===== src/rtl/glyph_pkg.sv =====
package glyph_pkg;
  // Code range that gets the ninth-column repeat
  localparam logic [7:0] LG_FIRST = 8'hB0;
  localparam logic [7:0] LG_LAST  = 8'hDF;

  typedef enum logic { CELL_W9 = 1'b0, CELL_W8 = 1'b1 } cell_mode_e;

  function automatic logic in_lg_range(input logic [7:0] code);
    return (code >= LG_FIRST) && (code <= LG_LAST);
  endfunction
endpackage


===== src/rtl/glyph_cursor_band.sv =====
module glyph_cursor_band #(
  parameter int ROW_W = 5
) (
  input  logic [ROW_W-1:0] row_i,
  input  logic [ROW_W-1:0] hm1_i,
  input  logic [ROW_W:0]   cstart_i,
  input  logic [ROW_W-1:0] cend_i,
  input  logic             hit_i,
  output logic             in_band_o
);
  logic [ROW_W-1:0] first_row;
  logic [ROW_W-1:0] last_row;
  logic             off;
  logic             band_ok;

  always_comb begin
    first_row = cstart_i[ROW_W-1:0];
    off       = cstart_i[ROW_W];
    last_row  = (cend_i < hm1_i) ? cend_i : hm1_i;
    band_ok   = (first_row <= hm1_i) && (last_row >= first_row);
    in_band_o = hit_i && !off && band_ok &&
                (row_i >= first_row) && (row_i <= last_row);
  end
endmodule


===== src/rtl/glyph_pattern.sv =====
module glyph_pattern
  import glyph_pkg::*;
#(
  parameter int FONT_W = 8,
  parameter int CODE_W = 8
) (
  input  logic [FONT_W-1:0] font_i,
  input  logic [CODE_W-1:0] code_i,
  input  logic              lg_en_i,
  input  logic              cursor_row_i,
  output logic [FONT_W:0]   pat_o
);
  logic dup_ninth;

  // Font columns go to the upper pattern bits, MSB first
  for (genvar i = 0; i < FONT_W; i++) begin : g_col
    assign pat_o[i+1] = cursor_row_i | font_i[i];
  end

  always_comb begin
    dup_ninth = lg_en_i && in_lg_range(8'(code_i));
    pat_o[0]  = cursor_row_i | (dup_ninth & font_i[0]);
  end
endmodule


===== src/rtl/glyph_serializer.sv =====
module glyph_serializer #(
  parameter int COLOR_W = 4,
  parameter int PIX_N   = 9
) (
  input  logic               clk,
  input  logic               rst,
  input  logic               load_i,
  input  logic [PIX_N-1:0]   pat_i,
  input  logic               narrow_i,
  input  logic [COLOR_W-1:0] fg_i,
  input  logic [COLOR_W-1:0] bg_i,
  output logic               ready_o,
  output logic               pix_valid_o,
  output logic [COLOR_W-1:0] pix_idx_o,
  output logic               pix_done_o
);
  localparam int CNT_W = $clog2(PIX_N);
  localparam logic [CNT_W-1:0] REM_WIDE   = CNT_W'(PIX_N - 1);
  localparam logic [CNT_W-1:0] REM_NARROW = CNT_W'(PIX_N - 2);

  logic [PIX_N-1:0]   shift_q;
  logic [CNT_W-1:0]   rem_q;
  logic [COLOR_W-1:0] fg_q, bg_q;
  logic               nar_q;
  logic [CNT_W-1:0]   run_q;

  assign ready_o = !pix_valid_o || (rem_q == '0);

  always_ff @(posedge clk) begin
    if (rst) begin
      shift_q     <= '0;
      rem_q       <= '0;
      fg_q        <= '0;
      bg_q        <= '0;
      nar_q       <= 1'b0;
      run_q       <= '0;
      pix_valid_o <= 1'b0;
      pix_idx_o   <= '0;
      pix_done_o  <= 1'b0;
    end else if (load_i) begin
      fg_q        <= fg_i;
      bg_q        <= bg_i;
      nar_q       <= narrow_i;
      pix_idx_o   <= pat_i[PIX_N-1] ? fg_i : bg_i;
      shift_q     <= pat_i << 1;
      rem_q       <= narrow_i ? REM_NARROW : REM_WIDE;
      run_q       <= '0;
      pix_valid_o <= 1'b1;
      pix_done_o  <= 1'b0;
    end else if (pix_valid_o) begin
      if (rem_q == '0) begin
        pix_valid_o <= 1'b0;
        pix_done_o  <= 1'b0;
      end else begin
        pix_idx_o  <= shift_q[PIX_N-1] ? fg_q : bg_q;
        shift_q    <= shift_q << 1;
        rem_q      <= rem_q - 1'b1;
        run_q      <= run_q + 1'b1;
        pix_done_o <= (rem_q == CNT_W'(1));
      end
    end
  end

  AST_DONE_IN_ROW: assert property (@(posedge clk) disable iff (rst)
    pix_done_o |-> pix_valid_o);
  AST_DONE_ENDS_ROW: assert property (@(posedge clk) disable iff (rst)
    (pix_done_o && !load_i) |=> !pix_valid_o);
  AST_ROW_LENGTH: assert property (@(posedge clk) disable iff (rst)
    pix_done_o |-> (run_q == (nar_q ? REM_NARROW : REM_WIDE)));
endmodule


===== src/rtl/glyph_row_gen.sv =====
module glyph_row_gen
  import glyph_pkg::*;
#(
  parameter int CODE_W  = 8,
  parameter int COLOR_W = 4,
  parameter int FONT_W  = 8,
  parameter int ROW_W   = 5
) (
  input  logic                      clk,
  input  logic                      rst,
  input  logic                      start_i,
  input  logic [CODE_W+2*COLOR_W-1:0] char_word_i,
  input  logic [FONT_W-1:0]         font_byte_i,
  input  logic [ROW_W-1:0]          row_i,
  input  logic                      narrow_i,
  input  logic [ROW_W-1:0]          cell_h_m1_i,
  input  logic [ROW_W:0]            cur_start_i,
  input  logic [ROW_W-1:0]          cur_end_i,
  input  logic                      lg_en_i,
  input  logic                      cursor_hit_i,
  output logic                      pix_valid_o,
  output logic [COLOR_W-1:0]        pix_idx_o,
  output logic                      pix_done_o,
  output logic [CODE_W+ROW_W-1:0]   font_addr_o
);
  localparam int PIX_N = FONT_W + 1;

  logic [CODE_W-1:0]  code;
  logic [COLOR_W-1:0] fg, bg;
  logic               cursor_row;
  logic [PIX_N-1:0]   pat;
  logic               ready;
  logic               accept;

  assign code   = char_word_i[CODE_W-1:0];
  assign fg     = char_word_i[CODE_W +: COLOR_W];
  assign bg     = char_word_i[CODE_W+COLOR_W +: COLOR_W];
  assign accept = start_i && ready && !rst;

  glyph_cursor_band #(.ROW_W(ROW_W)) cursor_i (
    .row_i     (row_i),
    .hm1_i     (cell_h_m1_i),
    .cstart_i  (cur_start_i),
    .cend_i    (cur_end_i),
    .hit_i     (cursor_hit_i),
    .in_band_o (cursor_row)
  );

  glyph_pattern #(.FONT_W(FONT_W), .CODE_W(CODE_W)) pattern_i (
    .font_i       (font_byte_i),
    .code_i       (code),
    .lg_en_i      (lg_en_i),
    .cursor_row_i (cursor_row),
    .pat_o        (pat)
  );

  glyph_serializer #(.COLOR_W(COLOR_W), .PIX_N(PIX_N)) ser_i (
    .clk         (clk),
    .rst         (rst),
    .load_i      (accept),
    .pat_i       (pat),
    .narrow_i    (narrow_i),
    .fg_i        (fg),
    .bg_i        (bg),
    .ready_o     (ready),
    .pix_valid_o (pix_valid_o),
    .pix_idx_o   (pix_idx_o),
    .pix_done_o  (pix_done_o)
  );

  // Font row address: code times 2**ROW_W plus the line number
  always_ff @(posedge clk) begin
    if (rst) font_addr_o <= '0;
    else if (accept) font_addr_o <= {code, row_i};
  end

  AST_BAND_INSIDE_CELL: assert property (@(posedge clk) disable iff (rst)
    (accept && cursor_row) |-> (row_i >= cur_start_i[ROW_W-1:0] &&
                                row_i <= cell_h_m1_i && row_i <= cur_end_i));
  AST_CURSOR_FIRST_FG: assert property (@(posedge clk) disable iff (rst)
    (accept && cursor_row) |=> (pix_idx_o == $past(fg)));
  AST_NO_HIT_FONT: assert property (@(posedge clk) disable iff (rst)
    (accept && (!cursor_hit_i || cur_start_i[ROW_W])) |=>
      (pix_idx_o == ($past(font_byte_i[FONT_W-1]) ? $past(fg) : $past(bg))));
  AST_ADDR_HOLD: assert property (@(posedge clk) disable iff (rst)
    !$past(accept) |-> $stable(font_addr_o));
endmodule


===== config.mk =====
export PLATFORM = sky130hd
export DESIGN_NAME = glyph_row_gen
export DESIGN_NICKNAME = d
export VERILOG_FILES = /design/src/rtl/glyph_pkg.sv /design/src/rtl/glyph_cursor_band.sv /design/src/rtl/glyph_pattern.sv /design/src/rtl/glyph_serializer.sv /design/src/rtl/glyph_row_gen.sv
export SDC_FILE = /design/constraint.sdc
export NUM_CORES = 1
export LEC_CHECK = 0
export ABC_CLOCK_PERIOD_IN_PS = 3500
export BUFFER_PORTS_ARGS = -buffer_cell sky130_fd_sc_hd__buf_2
export CAP_MARGIN = 0
export CORE_UTILIZATION = 48
export CTS_BUF_LIST = sky130_fd_sc_hd__clkbuf_4
export DETAILED_ROUTE_END_ITERATION = 16
export HOLD_SLACK_MARGIN = 0.02
export PLACE_DENSITY_LB_ADDON = 0.12
export SLEW_MARGIN = 15
export SYNTH_ARGS = -nofsm -noshare
export SYNTH_HDL_FRONTEND = slang
export SYNTH_SLANG_ARGS = --single-unit

===== constraint.sdc =====
create_clock -name clk -period 3.5 [get_ports clk]
set_input_delay 0.35 -clock clk [delete_from_list [all_inputs] [get_ports clk]]
set_output_delay 0.35 -clock clk [all_outputs]
set_load 0.03 [all_outputs]

# After elaboration in Yosys (flattened, before gate mapping)
# Index checks and enable logic that the tools add are counted.
[op_classes]
addsub = 1
magnitude_cmp = 7
eq_ne = 2
muxes = 17
n_bitwise = 10
reduce_logical = 17
[ops]
columns = ["operator", "n"]
rows = [
  ["4-bit two-way mux", 9],
  ["9-bit two-way mux", 3],
  ["5-bit >= comparator", 2],
  ["5-bit <= comparator", 2],
  ["1-bit logical AND", 9],
  ["1-bit bitwise OR", 9],
  ["8-bit >= comparator (second input constant)", 1],
  ["8-bit <= comparator (second input constant)", 1],
  ["5-bit < comparator", 1],
  ["5-bit two-way mux", 1],
  ["4-bit by 1-bit == test with 1-bit output (second input constant)", 1],
  ["4-bit logical NOT", 1],
  ["1-bit two-way mux", 4],
  ["4-bit by 1-bit subtractor with 4-bit output (second input constant)", 1],
  ["1-bit logical NOT", 3],
  ["2-bit != test (second input constant)", 1],
  ["2-bit AND reduction", 1],
  ["2-bit nonzero test", 1],
  ["2-bit OR reduction", 1],
  ["1-bit bitwise AND", 1],
  ["1-bit logical OR", 1],
]
[word_totals]
ff_bits = 39
in_bits = 51
out_inout_bits = 19

# Logic depth before layout (Yosys ltp)
[logic_depth]
word_depth = 10
depth_mapped = 17

# Cells and area by module
# A second synthesis with hierarchy kept.
[hier_totals]
cells_unflattened = 303
hier_area_um2 = 2735.1
[by_module_without_submodules]
columns = ["module", "n_inst", "cells_each", "area_each_um2", "seq_area_each_um2"]
rows = [
  ["glyph_serializer", 1, 143, 1358.8, 520.5],
  ["glyph_cursor_band", 1, 86, 684.4, 0.0],
  ["glyph_row_gen", 1, 61, 611.8, 260.2],
  ["glyph_pattern", 1, 13, 80.1, 0.0],
]

# Worst setup path after synthesis
# No wires, ideal clock.
[synth_timing]
path_kind = "input -> register"
from = "input cell_h_m1_i[1]"
to = "register ser_i.pix_idx_o[0]"
setup_ns = 0.136
t_arrival_ns = 3.231
required_ns = 3.364
setup_slack_ns = 0.134
cell_stages = 13
path_cell_list = "inv_1 ha_1 a211oi_4 o21bai_1 a21oi_1 mux2i_1 inv_1 ha_1 nand4_1 or4b_4 and3b_4 a2111oi_0 a211oi_1"
[synth_between]
elab_chain_len = 10
elab_cells_between_ends = 12
cone_classes = "4 x order compare; 3 x mux; 1 x bitwise; 4 x reduce/logical"
[synth_rtl]
columns = ["item", "line_no", "text"]
rows = [
  ["start, declared", "glyph_row_gen.sv:16", "input logic [ROW_W-1:0] cell_h_m1_i,"],
  ["5-bit < comparator", "glyph_cursor_band.sv:19", "last_row = (cend_i < hm1_i) ? cend_i : hm1_i;"],
  ["5-bit two-way mux", "glyph_cursor_band.sv:19", ""],
  ["5-bit >= comparator", "glyph_cursor_band.sv:20", "band_ok = (first_row <= hm1_i) && (last_row >= first_row);"],
  ["1-bit logical AND", "glyph_cursor_band.sv:20", ""],
  ["1-bit logical AND (2 in series)", "glyph_cursor_band.sv:21", "in_band_o = hit_i && !off && band_ok &&"],
  ["1-bit logical AND *", "glyph_cursor_band.sv:22", "(row_i >= first_row) && (row_i <= last_row);"],
  ["1-bit bitwise OR *", "glyph_pattern.sv:17", "assign pat_o[i+1] = cursor_row_i | font_i[i];"],
  ["4-bit two-way mux *", "glyph_serializer.sv:44", "pix_idx_o <= pat_i[PIX_N-1] ? fg_i : bg_i;"],
  ["4-bit two-way mux *", "glyph_serializer.sv:40", "end else if (load_i) begin"],
  ["end signal, assigned", "glyph_serializer.sv:44", ""],
  ["end signal, assigned", "glyph_serializer.sv:55", "pix_idx_o <= shift_q[PIX_N-1] ? fg_q : bg_q;"],
  ["end, declared", "glyph_serializer.sv:14", "output logic [COLOR_W-1:0] pix_idx_o,"],
]
# Every way passes the cells marked *; elsewhere a longest branch is shown, timed or not.
# A chain may end at the register's enable or synchronous reset.

# Worst setup path in the final report
# Ends and elaborated chain as after synthesis.

==> impl_metrics.csv <==
group,metric,value,unit
synthesis,async_reset_ff_share,0,%
clock_tree,htree_levels,2,
worst_setup_path,path_class,"primary input to flip-flop",
placed_design,dp_cells,386,
worst_setup_path,rr_endpoint,"ser_i.pix_idx_o[0]",
sta,setup_viol,0,
pwr,total_power,1090,uW
drt,first_pass_iters,4,
sta,worstMarginPinSlew,0.674,ns
grt,grt_max_degree,22,
drt,drt_iter0_markers,131,
sta,hold_viol,0,
drt,wl,5490,um
clock_tree,hold_buffers,0,
floorplan,boundaryPins,70,
synthesis,synth_cell_type_count,48,
cells_and_area,fin_util,60.2,%
worst_setup_path,r2r_cells,7,
clock_tree,cts_tree,"yes",
sta,fmax,304,MHz
synthesis,syn_nets,332,
worst_setup_path,rrSetupSlack,1.02,ns
synthesis,synthFlopType,"dfxtp_1",
synthesis,syn_area_per_cell,9.16,um^2
placed_design,place.port_buffers,69,
sta,period_needed,3.29,ns
placed_design,pre_cts_ws,-0.0713,ns
sta,slew_headroom,55.0,%
worst_setup_path,timing.rr.start,"ser_i.rem_q[0]",
synthesis,yosysWarnings,0,
sta,finalMaxSlewViolations,0,
pwr,pwr_density_cell,385,mW/mm^2
worst_setup_path,required,3.75,ns
synthesis,synth_area,0.00235,mm^2
synthesis,synthTopCellsByArea,"dfxtp_1 (33%), ha_1 (13%), a22o_1 (7.4%)",
worst_setup_path,cp_max_fo,4,
floorplan,dieArea,0.00519,mm^2
sta,skew,0.00978,ns
synthesis,yosys_register_bits,39,
floorplan,die_width,72.0,um
pwr,p_leak,0.00134,uW
clock_tree,clock_latency,0.35,ns
status,outcome,"complete, no violations",
sta,tns,0,ns
clock_tree,clock_sinks,39,
drt,drc,0,
clock_tree,cts_root_buf,"clkbuf_4",
cells_and_area,final_cells,394,
floorplan,core_area,0.00472,mm^2
pwr,switching_power,381,uW
grt,grt_pass1_vias,2007,
cells_and_area,synthToLayoutAreaGrowth,20.8,%
grt,grt_usage,22.2,%
clock_tree,clock_path_buffers,2,
floorplan,start_util,49.8,%
synthesis,synth_top_area_cell,"dfxtp_1",
worst_setup_path,arrival,3.54,ns
placed_design,gp_congestion,0.853,
synthesis,yosysTopAreaCellShare,33.2,%
clock_tree,cts_made_buffers,5,
min_path,min_path_cells,2,
grt,antenna_found_initial,0,
pwr,internal-power,712,uW
sta,rsz0062_at_grt,"yes",
flow_run,drv_cap,0,
synthesis,synthCells,257,
synthesis,seq_area_frac_synth,33.2,%
cells_and_area,antenna_cells,0,
min_path,min_to,"font_addr_o[8]",
pwr,sw_frac_of_total,34.8,%
placed_design,place_hpwl,4130,um
drt,via_per_inst,5.44,
floorplan,rows,25,
drt,routedWlPerCell,13.9,um
grt,grt_overflow_total,0,
min_path,min_from,"char_word_i[3]",
pwr,ir_drop,203,uV
worst_setup_path,endpoint_kind,"flip-flop",
synthesis,yosysMostFrequentCell,"dfxtp_1",
pwr,pwr-share-seq,46.8,%
synthesis,synth_edf_count,0,
cells_and_area,final_nets,401,
clock_tree,cts_setup_buffers,0,
pwr,clockPowerShare,21.5,%
pwr,combPwrFrac,31.8,%
sta,min_period_over_period,94.1,%
min_path,min_path_type,"primary input to flip-flop",
worst_setup_path,worst_setup_path_start_kind,"primary input",
clock_tree,post_cts_resized,0,
synthesis,synth_commonest_cells,"dfxtp_1 (39), ha_1 (24), a22o_1 (20), inv_1 (19), nor2_1 (19)",
drt,final_antenna_net_count,0,
grt,grt_pass1_wl,9050,um
floorplan,die_h,72.0,um
cells_and_area,drive_gt1_share,30.9,%
drt,vias,2144,
clock_tree,clk_pin_slew,0.13,ns
sta,fin_ws,0.208,ns
stage by stage:
| stage | hold slack [ns] | cell area, um^2 |
|---|---|---|
| final | 0.204 | 2840 |
| after global routing | 0.180 | 2840 |
| after CTS | 0.197 | 2840 |
| after detailed placement | 0.449 | 2780 |
| after global placement | 0.453 | 2780 |
| after floorplan | 0.442 | 2350 |
cell families (layout without fill, tap and decap cells):
family,after synthesis,in the layout,synth area share [%]
buf+inv,35,105,5.90
simple gates,59,59,13.5
mux,10,10,4.31
flops,39,39,33.2
fa+ha+maj,24,24,12.8
compound gates,90,90,30.4
sequential cells by signal (all words and copies together) (netlist names):
register / flops
ser_i.shift_q: 8
font_addr_o: 13
ser_i.pix_valid_o: 1
ser_i.rem_q: 4
ser_i.pix_idx_o: 4
ser_i.fg_q: 4
ser_i.pix_done_o: 1
ser_i.bg_q: 4
cell usage in the layout, fill, tap and decap left out, types with 8 or more instances in the layout:
cell type	n
a21oi_1	11
a22o_1	20
buf_2	69
buf_4	9
dfxtp_1	39
ha_1	24
inv_1	19
mux2i_1	9
nand2_1	8
nor2_1	19
nor3_1	9
o21ai_0	12
or3_1	8
metal layers:
layer | track usage (%) | vias up | share of wire, %
met1 | 27.6 | 975 | 47
met3 | 4.72 | 10 | 3.9
met5 | 0 | - | 0
li1 | - | 1102 | -
met2 | 38.3 | 57 | 48
met4 | 7.19 | 0 | 1.5
layout make-up:
cell class / count / area [um^2]
Clock inverter: 3 / 20.0
Tap cell: 67 / 83.8
Fill cell: 444 / 1880
Timing Repair Buffer: 78 / 413
Clock buffer: 5 / 37.5
Inverter: 19 / 71.3
Multi-Input combinational cell: 183 / 1440
Sequential cell: 39 / 781
how the worst max path moves through the flow:
stage | start | end | slack (ns) | cells past startpoint
final | cell_h_m1_i[1] | ser_i.pix_idx_o[0] | 0.21 | 16
after global routing | cell_h_m1_i[1] | ser_i.pix_idx_o[0] | -0.02 | 16
after CTS | cell_h_m1_i[1] | ser_i.pix_idx_o[0] | 0.27 | 18
after detailed placement | cell_h_m1_i[1] | ser_i.pix_idx_o[0] | -0.07 | 17
after global placement | cell_h_m1_i[1] | ser_i.shift_q[4] | 0.03 | 18
after floorplan | cell_h_m1_i[1] | ser_i.pix_idx_o[0] | 0.13 | 13
worst max-delay path, stage by stage:
cell	delay, ns
buf_2	0.07
inv_1	0.05
ha_1	0.33
a211oi_4	0.23
o21bai_1	0.11
a21oi_1	0.20
buf_4	0.16
mux2i_1	0.25
ha_1	0.26
nand2b_1	0.16
a211o_1	0.31
a41oi_1	0.23
o41ai_1	0.13
a31oi_1	0.34
a2111oi_1	0.12
a211oi_1	0.25
power by group through the flow:
stage	Sequential, uW	Combinational [uW]	Clock (uW)
finish	511	347	235
floorplan	549	208	0
detailed placement	521	346	0
global route	517	386	259
CTS	511	348	239
global placement	521	340	0
No activity file was read; power rests on OpenSTA's default activity.
